File: config.mk
export PLATFORM = sky130hd
export DESIGN_NAME = trace_ovf_queue
export DESIGN_NICKNAME = d
export VERILOG_FILES = /design/src/rtl/trace_ovf_pkg.sv /design/src/rtl/tovq_fifo.sv /design/src/rtl/tovq_ovf_ctrl.sv /design/src/rtl/trace_ovf_queue.sv
export SDC_FILE = /design/constraint.sdc
export NUM_CORES = 1
export LEC_CHECK = 0
export ABC_AREA = 1
export BUFFER_PORTS_ARGS = -buffer_cell sky130_fd_sc_hd__buf_2
export CORE_MARGIN = 5
export CORE_UTILIZATION = 41
export CTS_CLUSTER_SIZE = 30
export DETAILED_ROUTE_END_ITERATION = 6
export PLACE_DENSITY = 0.68
export SYNTH_ARGS = -nofsm -noshare
export SYNTH_HDL_FRONTEND = slang
export SYNTH_SLANG_ARGS = --single-unit
export TNS_END_PERCENT = 50
File: constraint.sdc
create_clock -name clk_i -period 4 [get_ports clk_i]
set_clock_uncertainty 0.1 [all_clocks]
set_input_delay 0.2 -clock clk_i [delete_from_list [all_inputs] [get_ports clk_i]]
set_output_delay 0.2 -clock clk_i [all_outputs]
set_load 0.05 [all_outputs]
File: src/rtl/trace_ovf_pkg.sv
package trace_ovf_pkg;
  localparam int unsigned CODE_W = 5;

  typedef enum logic [1:0] {
    CLS_PROG  = 2'd0,
    CLS_OWN   = 2'd1,
    CLS_WATCH = 2'd2,
    CLS_WATCH_ALT = 2'd3
  } msg_class_e;

  // flag vector: [0] program, [1] ownership, [2] watchpoint
  typedef logic [2:0] class_flags_t;

  localparam logic [CODE_W-1:0] CODE_PROG  = 5'b00001;
  localparam logic [CODE_W-1:0] CODE_OWN   = 5'b00010;
  localparam logic [CODE_W-1:0] CODE_BOTH  = 5'b00111;
  localparam logic [CODE_W-1:0] CODE_WATCH = 5'b01000;

  function automatic class_flags_t class_to_flag(input logic [1:0] cls);
    unique case (cls)
      2'd0:    return 3'b001;
      2'd1:    return 3'b010;
      default: return 3'b100;
    endcase
  endfunction

  function automatic logic [CODE_W-1:0] flags_to_code(input class_flags_t f);
    if (f[2])             return CODE_WATCH;
    else if (f[0] && f[1]) return CODE_BOTH;
    else if (f[1])        return CODE_OWN;
    else                  return CODE_PROG;
  endfunction
endpackage

File: src/rtl/tovq_fifo.sv
module tovq_fifo #(
  parameter int unsigned DEPTH = 16,
  parameter int unsigned ENT_W = 33,
  localparam int unsigned AW = (DEPTH > 1) ? $clog2(DEPTH) : 1,
  localparam int unsigned CW = $clog2(DEPTH + 1)
) (
  input  logic             clk_i,
  input  logic             rst_ni,
  input  logic             push_i,
  input  logic [ENT_W-1:0] push_ent_i,
  input  logic             pop_i,
  output logic [ENT_W-1:0] head_ent_o,
  output logic [CW-1:0]    count_o,
  output logic             empty_o,
  output logic             full_o
);
  logic [ENT_W-1:0] mem_q [DEPTH];
  logic [AW-1:0] wptr_q, rptr_q;
  logic [CW-1:0] count_q;

  function automatic logic [AW-1:0] ptr_inc(input logic [AW-1:0] p);
    return (p == AW'(DEPTH - 1)) ? '0 : p + 1'b1;
  endfunction

  always_ff @(posedge clk_i or negedge rst_ni) begin
    if (!rst_ni) begin
      wptr_q  <= '0;
      rptr_q  <= '0;
      count_q <= '0;
    end else begin
      if (push_i) wptr_q <= ptr_inc(wptr_q);
      if (pop_i)  rptr_q <= ptr_inc(rptr_q);
      if (push_i && !pop_i)      count_q <= count_q + 1'b1;
      else if (pop_i && !push_i) count_q <= count_q - 1'b1;
    end
  end

  always_ff @(posedge clk_i) begin
    if (push_i) mem_q[wptr_q] <= push_ent_i;
  end

  assign head_ent_o = mem_q[rptr_q];
  assign count_o    = count_q;
  assign empty_o    = (count_q == '0);
  assign full_o     = (count_q == CW'(DEPTH));


  no_overflow_chk: assert property (@(posedge clk_i) disable iff (!rst_ni)
    full_o |-> !push_i);

  no_underflow_chk: assert property (@(posedge clk_i) disable iff (!rst_ni)
    empty_o |-> !pop_i);

  count_bound_chk: assert property (@(posedge clk_i) disable iff (!rst_ni)
    count_q <= CW'(DEPTH));
endmodule

File: src/rtl/tovq_ovf_ctrl.sv
module tovq_ovf_ctrl
  import trace_ovf_pkg::*;
#(
  parameter int unsigned MSG_W = 32
) (
  input  logic             clk_i,
  input  logic             rst_ni,
  input  logic             wr_valid_i,
  input  logic [1:0]       wr_class_i,
  input  logic [MSG_W-1:0] wr_data_i,
  input  logic             empty_i,
  input  logic             full_i,
  output logic             push_o,
  output logic [MSG_W:0]   push_ent_o
);
  logic         drain_q;
  class_flags_t flags_q, flags_d, flags_now;
  logic         drain_d, err_push, data_push;
  logic [CODE_W-1:0] err_code;

  assign flags_now = flags_q | (wr_valid_i ? class_to_flag(wr_class_i) : 3'b000);
  assign err_code  = flags_to_code(flags_now);

  always_comb begin
    drain_d   = drain_q;
    flags_d   = flags_q;
    err_push  = 1'b0;
    data_push = 1'b0;
    if (drain_q) begin
      if (empty_i) begin
        err_push = 1'b1;
        drain_d  = 1'b0;
        flags_d  = '0;
      end else begin
        flags_d  = flags_now;
      end
    end else if (wr_valid_i) begin
      if (full_i) begin
        drain_d = 1'b1;
        flags_d = flags_now;
      end else begin
        data_push = 1'b1;
      end
    end
  end

  always_ff @(posedge clk_i or negedge rst_ni) begin
    if (!rst_ni) begin
      drain_q <= 1'b0;
      flags_q <= '0;
    end else begin
      drain_q <= drain_d;
      flags_q <= flags_d;
    end
  end

  assign push_o     = err_push | data_push;
  assign push_ent_o = err_push ? {1'b1, {(MSG_W-CODE_W){1'b0}}, err_code}
                               : {1'b0, wr_data_i};


  ovf_enter_chk: assert property (@(posedge clk_i) disable iff (!rst_ni)
    (!drain_q && wr_valid_i && full_i) |=> drain_q);

  drain_no_push_chk: assert property (@(posedge clk_i) disable iff (!rst_ni)
    (drain_q && !empty_i) |-> !push_o);

  err_when_empty_chk: assert property (@(posedge clk_i) disable iff (!rst_ni)
    (push_o && push_ent_o[MSG_W]) |-> empty_i);

  err_exit_chk: assert property (@(posedge clk_i) disable iff (!rst_ni)
    (push_o && push_ent_o[MSG_W]) |=> (!drain_q && flags_q == '0));

  flags_idle_chk: assert property (@(posedge clk_i) disable iff (!rst_ni)
    !drain_q |-> (flags_q == '0));
endmodule

File: src/rtl/trace_ovf_queue.sv
module trace_ovf_queue #(
  parameter int unsigned DEPTH = 16,
  parameter int unsigned MSG_W = 32,
  localparam int unsigned CW = $clog2(DEPTH + 1)
) (
  input  logic             clk_i,
  input  logic             rst_ni,
  input  logic             wr_valid_i,
  input  logic [1:0]       wr_class_i,
  input  logic [MSG_W-1:0] wr_data_i,
  input  logic             rd_ready_i,
  output logic             rd_valid_o,
  output logic             rd_err_o,
  output logic [MSG_W-1:0] rd_data_o,
  input  logic             stall_en_i,
  output logic             stall_o
);
  logic           push, pop, empty, full;
  logic [MSG_W:0] push_ent, head_ent;
  logic [CW-1:0]  count;

  tovq_ovf_ctrl #(.MSG_W(MSG_W)) ctrl_i (
    .clk_i      (clk_i),
    .rst_ni     (rst_ni),
    .wr_valid_i (wr_valid_i),
    .wr_class_i (wr_class_i),
    .wr_data_i  (wr_data_i),
    .empty_i    (empty),
    .full_i     (full),
    .push_o     (push),
    .push_ent_o (push_ent)
  );

  tovq_fifo #(.DEPTH(DEPTH), .ENT_W(MSG_W + 1)) fifo_i (
    .clk_i      (clk_i),
    .rst_ni     (rst_ni),
    .push_i     (push),
    .push_ent_i (push_ent),
    .pop_i      (pop),
    .head_ent_o (head_ent),
    .count_o    (count),
    .empty_o    (empty),
    .full_o     (full)
  );

  assign rd_valid_o = !empty;
  assign pop        = rd_valid_o && rd_ready_i;
  assign rd_err_o   = rd_valid_o && head_ent[MSG_W];
  assign rd_data_o  = rd_valid_o ? head_ent[MSG_W-1:0] : '0;
  assign stall_o    = stall_en_i && (count >= CW'(DEPTH - 2));


  stall_gate_chk: assert property (@(posedge clk_i) disable iff (!rst_ni)
    !stall_en_i |-> !stall_o);

  err_frame_chk: assert property (@(posedge clk_i) disable iff (!rst_ni)
    rd_err_o |-> (rd_data_o[MSG_W-1:5] == '0));
endmodule

======== After elaboration in Yosys (flattened, before gate mapping) ========
Memory sizes are Yosys's and may differ from the RTL's.
Index checks and enable logic that the tools add are counted.
cells by class
  add/subtract/negate cells ............... 4
  order comparisons ....................... 1
  eq/ne operators ......................... 4
  multiplexer cells ....................... 26
  bitwise gates (word level) .............. 2
  reductions and logical operators ........ 15
operator list
  cell                                                  count
  two-way mux 33 bit                                    1
  two-way mux 32 bit                                    1
  two-way mux 5 bit                                     4
  two-way mux 3 bit                                     5
  two-way mux 1 bit                                     11
  adder 4 x 1 -> 4 bit (second input constant)          2
  == test 4 bit (second input constant)                 2
  two-way mux 4 bit                                     2
  logical AND 1 bit                                     6
  case mux 3 bit (2 select lines)                       1
  nonzero test 2 bit                                    3
  adder 5 x 1 -> 5 bit (second input constant)          1
  == test 5 bit (second input constant)                 1
  >= comparator 5 x 4 -> 1 bit (second input constant)  1
  zero test 5 bit                                       1
  subtractor 5 x 1 -> 5 bit (second input constant)     1
  zero test 1 bit                                       3
  OR 3 bit                                              1
  == test 2 x 1 -> 1 bit (second input constant)        1
  zero test 2 bit                                       1
  two-way mux 2 bit                                     1
  AND reduction 2 bit                                   1
  OR 1 bit                                              1
storage, ports and cells
  flip-flop bits (word level) ............. 17
  bits in writable memories ............... 528
  bits of input ports ..................... 39
  output and inout bits ................... 35
  word-level logic and storage cells ...... 58
  memories kept ........................... 1
memories
  memory        words  bits a word  read ports  clocked after Yosys merged registers in  wr ports  RTL line         text
  fifo_i.mem_q  16     33           1           0                                        1         tovq_fifo.sv:17  logic [ENT_W-1:0] mem_q [DEPTH];

======== Longest topological paths before layout ========
  word-level depth ........................ 9
  mapped depth ............................ 17
  depth with buffers taken out ............ 17

======== By module ========
Synthesis repeated with hierarchy kept, for this count alone.
unflattened totals
  cells, all modules ...................... 2417
  area total of the unflattened synthesis .. 24378.4 um^2
modules (own cells, without submodules)
  module           times used  cells an instance  area each (um^2)  seq. area each (um^2)
  tovq_fifo        1           2241               23543.8           16180.5
  tovq_ovf_ctrl    1           99                 508.0             100.1
  trace_ovf_queue  1           77                 326.6             0.0

======== Worst setup path before layout ========
OpenSTA, ideal clock, no wires.
  kind .................................... flip-flop to flip-flop
  from .................................... register fifo_i.count_q[1], in the netlist fifo_i.count_o[1]
  to ...................................... memory fifo_i.mem_q[10][0] (enable)
  library setup time ...................... 423 ps
  arrival ................................. 2386 ps
  data required time ...................... 3477 ps
  slack ................................... 1091 ps
  cell stages (with the launch flop) ...... 7
  cell sequence ........................... dfrtp_1 -> nor2_1 -> nand4_1 -> nand2_1 -> nand2_1 -> buf_2 -> nor2_1
between the ends
  longest elaborated chain between the ends .. 7
  elaborated cells between the ends (all ways) .. 10
  classes of those cells .................. 1 x eq/ne; 7 x mux; 1 x bitwise; 1 x reduce/logical
RTL lines
  item                                         RTL line             text
  from (decl)                                  tovq_fifo.sv:19      logic [CW-1:0] count_q;
  from (signal assigned)                       tovq_fifo.sv:33      if (push_i && !pop_i) count_q <= count_q + 1'b1;
  from (signal assigned)                       tovq_fifo.sv:34      else if (pop_i && !push_i) count_q <= count_q - 1'b1;
  == test 5 bit                                tovq_fifo.sv:45      assign full_o = (count_q == CW'(DEPTH));
  two-way mux 1 bit                            tovq_ovf_ctrl.sv:38  if (full_i) begin
  two-way mux 1 bit                            tovq_ovf_ctrl.sv:37  end else if (wr_valid_i) begin
  two-way mux 1 bit                            tovq_ovf_ctrl.sv:29  if (drain_q) begin
  OR 1 bit (*)                                 tovq_ovf_ctrl.sv:57  assign push_o = err_push | data_push;
  two-way mux 1 bit (*)                        tovq_fifo.sv:39      if (push_i) mem_q[wptr_q] <= push_ent_i;
  two-way mux 1 bit (not written as such) (*)  tovq_fifo.sv:39
  to (decl)                                    tovq_fifo.sv:17
Mark *: on every way between the ends. The rest lies on a longest branch, timed or not.

======== Final worst setup path ========
  from .................................... register fifo_i.rptr_q[1]
  to ...................................... output rd_err_o
between the ends
  longest elaborated chain between the ends .. 2
RTL lines
  item                    RTL line               text
  from (decl)             tovq_fifo.sv:18        logic [AW-1:0] wptr_q, rptr_q;
  from (signal assigned)  tovq_fifo.sv:32        if (pop_i) rptr_q <= ptr_inc(rptr_q);
  memory (16 x 33 bit)    n/a
  logical AND 1 bit       trace_ovf_queue.sv:48  assign rd_err_o = rd_valid_o && head_ent[MSG_W];
  to (decl)               trace_ovf_queue.sv:13  output logic rd_err_o,
No other way between the ends.

==> results.cfg <==
[run_status]
status = completed

[sta]
finalHoldViolCount = 0
hold_slack_ns = 0.0470
worst_slew_pin_slew_ns = 1.15
max_freq_ghz = 0.276
setup_viol = 0
tns_ns = 0
rsz0062_at_grt = no
slew_headroom = 0.229
period_needed_ns = 3.62
final.period_utilization = 0.905
slew_viol_final = 0

[finish]
fin_util = 0.468
syn2layout_area_growth_pct = 13.5
n_antenna_cell = 0
nFillCells = 4844
nNetsFinal = 2190
layout-drive-gt1-share = 0.100

[floorplan]
core_um2 = 54900
die_w_um = 245
io_pins = 74
fp.dieArea_um2 = 59900
die_y_um = 245
rows = 86
initial_core_util = 0.412

[grt]
antenna_found_initial = 1
grt_usage = 0.185
grt_max_degree = 185
grt_pass1_wl_mm = 86.5
grt_pass1_vias = 14500
grt-ovfl-total = 0

[drt]
num_vias = 15000
met1_length_mm = 23.1
viasPerCell = 5.21
wl_met2_mm = 28.9
drtIter0Drc = 1478
wl_mm = 57.2
met3_length_mm = 3.56
antenna_left = 0
firstDrtPassIters = 6
route.detailed.wl_per_inst_um = 19.8
top_layer_used = met4
route.detailed.drc = 0

[clocking]
numClockSinks = 545
cts_resized = 0
cts_buffers = 52
cts_root_buffer = clkbuf_16
cts_buffer_depth = 3
worst_skew_pair.late_latency_ns = 0.59
tritoncts = yes
clk_pin_slew_ns = 0.06
cts-htree-levels = 2

[place]
gp_congestion = 0.812
hpwlAfterDp_mm = 31.7
io_buffer_count = 73

[critical_path]
worstSetupEndpointType = primary output
reg2reg_from = fifo_i.count_o[1]
critPathLaunchType = flip-flop
critical_path_arrival_ns = 3.32
slowest_stage = dfrtp_4
crit_path_max_incr_delay_ns = 0.90
path_class = reg2out
critical_path.top_delay_family = buffers and inverters
cp_cell_sequence = inv_2, nand3_1, nand3_1, nand2_1, nand2_1, nor2_1, buf_2
path_max_fanout = 54
path_buf_inv = 2
crit_required_ns = 3.70
startpoint = fifo_i.rptr_q[1]

[yosys]
synth.top_cells.by_count = nand2_1 (886), edfxtp_1 (528), nand3_1 (175)
syn_area_um2 = 22600
yosys_warnings = 0
seq_area_frac_synth = 0.720
synth_top_area_cell = edfxtp_1
ys_top_cells_by_area = edfxtp_1 (70%), nand2_1 (15%), nand3_1 (3.9%)
ys.flop_type = edfxtp_1
syn-num-nets = 2113
synthCells = 2064
synth_cell_types = 25
syn_area_per_cell_um2 = 11.0
synthArstFlopShare = 0.0312
synth_edf_count = 528
synth.most_common_cell = nand2_1
synth_seq_cells = 545
synth_top_area_frac = 0.701

[worst_hold_path]
hp-start = wr_data_i[2]
hp-class = in2reg

[pwr]
power_density_nw_per_um2 = 779
p_leak_nw = 9.87
vdd_ir_drop_max_mv = 0.571

[run]
cap_viol_max_count = 0
==> cell type report <==
type	count	area [um2]	area share
sequential	545	16300	0.635
multi-input combinational	1352	5720	0.223
clock buffer	64	1350	0.0524
timing repair buffer	132	906	0.0353
tap	704	881	0.0343
clock inverter	31	303	0.0118
inverter	58	225	0.00877
==> through the flow <==
step	power, mW	instances	setup slack, ns	cell area (um2)
after floorplan	12.9	2064	1.09	22600
after global placement	15.2	2782	0.950	23900
after detailed placement	15.3	2782	0.916	23900
after CTS	20.1	2886	0.365	25700
after global routing	21.0	2886	0.173	25700
final	20.0	2886	0.378	25700
==> worst reg2reg max path: stages, from the launching register on <==
cell	delay [ns]
dfrtp_1	0.43
nor2_1	0.15
nand3_1	0.10
nand2_1	0.08
nand2_1	0.06
nand2_2	0.70
inv_1	0.16
ha_1	0.31
inv_1	0.14
ha_1	0.29
a21oi_1	0.22
nand3b_1	0.10
nand3_1	0.09
o21ai_0	0.07
==> kinds of logic (layout without fill, tap and decap cells) <==
group	Yosys count	count (layout)	share of synthesized area
AO/OA/AOI/OAI	121	121	0.0271
XOR/XNOR	4	4	0.00155
adder cells (fa/ha/maj)	10	10	0.00587
buffers and inverters	167	285	0.0326
flip-flops	545	545	0.720
AND/OR/NAND/NOR	1217	1217	0.213
==> worst paths after layout <==
check / to / slack (ns) / cells past startpoint
worst max register to register: fifo_i.count_o[3] / 0.89 / 13
worst min-delay path: fifo_i.mem_q[4][2] / 0.05 / 4
worst max-delay path: rd_err_o / 0.38 / 7
max in group asynchronous: fifo_i.rptr_q[0] / 2.47 / 3
min in group asynchronous: fifo_i.wptr_q[2] / 0.70 / 3
worst min register to register: ctrl_i.flags_q[2] / 0.40 / 2
==> layer usage <==
metal | vias up | track usage
li1 | 7094 | -
met1 | 7249 | 0.239
met2 | 576 | 0.328
met3 | 107 | 0.0248
met4 | 0 | 0.0554
met5 | - | 0
==> cell usage in the layout, fill, tap and decap left out, types with 2 or more instances in the layout <==
master         count
buf_2             73
o21ai_0           15
ha_1               9
buf_12             6
nand3b_1           2
dfrtp_4            2
edfxtp_1         528
clkinv_2           7
dfrtp_1           14
buf_4             44
clkinvlp_4         2
clkbuf_1          12
nor2_1           135
dlygate4sd3_1      9
clkinv_1          14
nand2_1          884
nor2_4            18
a21oi_1          103
inv_1             54
xnor2_1            2
nand2_2            2
xor2_1             2
inv_2              2
bufinv_16          5
clkbuf_16         52
nand3_1          175
==> repair_timing <==
item                      CTS  global route
hold buffers                9             0
buffers inserted            0             0
hold endpoints to repair   23             0
==> flip-flops by register name (all words and copies together) (netlist names) <==
register        count
fifo_i.wptr_q       4
fifo_i.count_o      5
fifo_i.mem_q      528
ctrl_i.flags_q      3
fifo_i.rptr_q       4
ctrl_i.drain_q      1
==> report_power, final <==
part	switching [mW]	internal, mW	leakage, nW	total, mW
registers	0.327	6.98	5.00	7.30
clock network	2.08	2.72	0.799	4.80
logic	5.97	1.92	4.08	7.89
total	8.37	11.6	9.87	20.0
No activity file was read; power rests on OpenSTA's default activity.
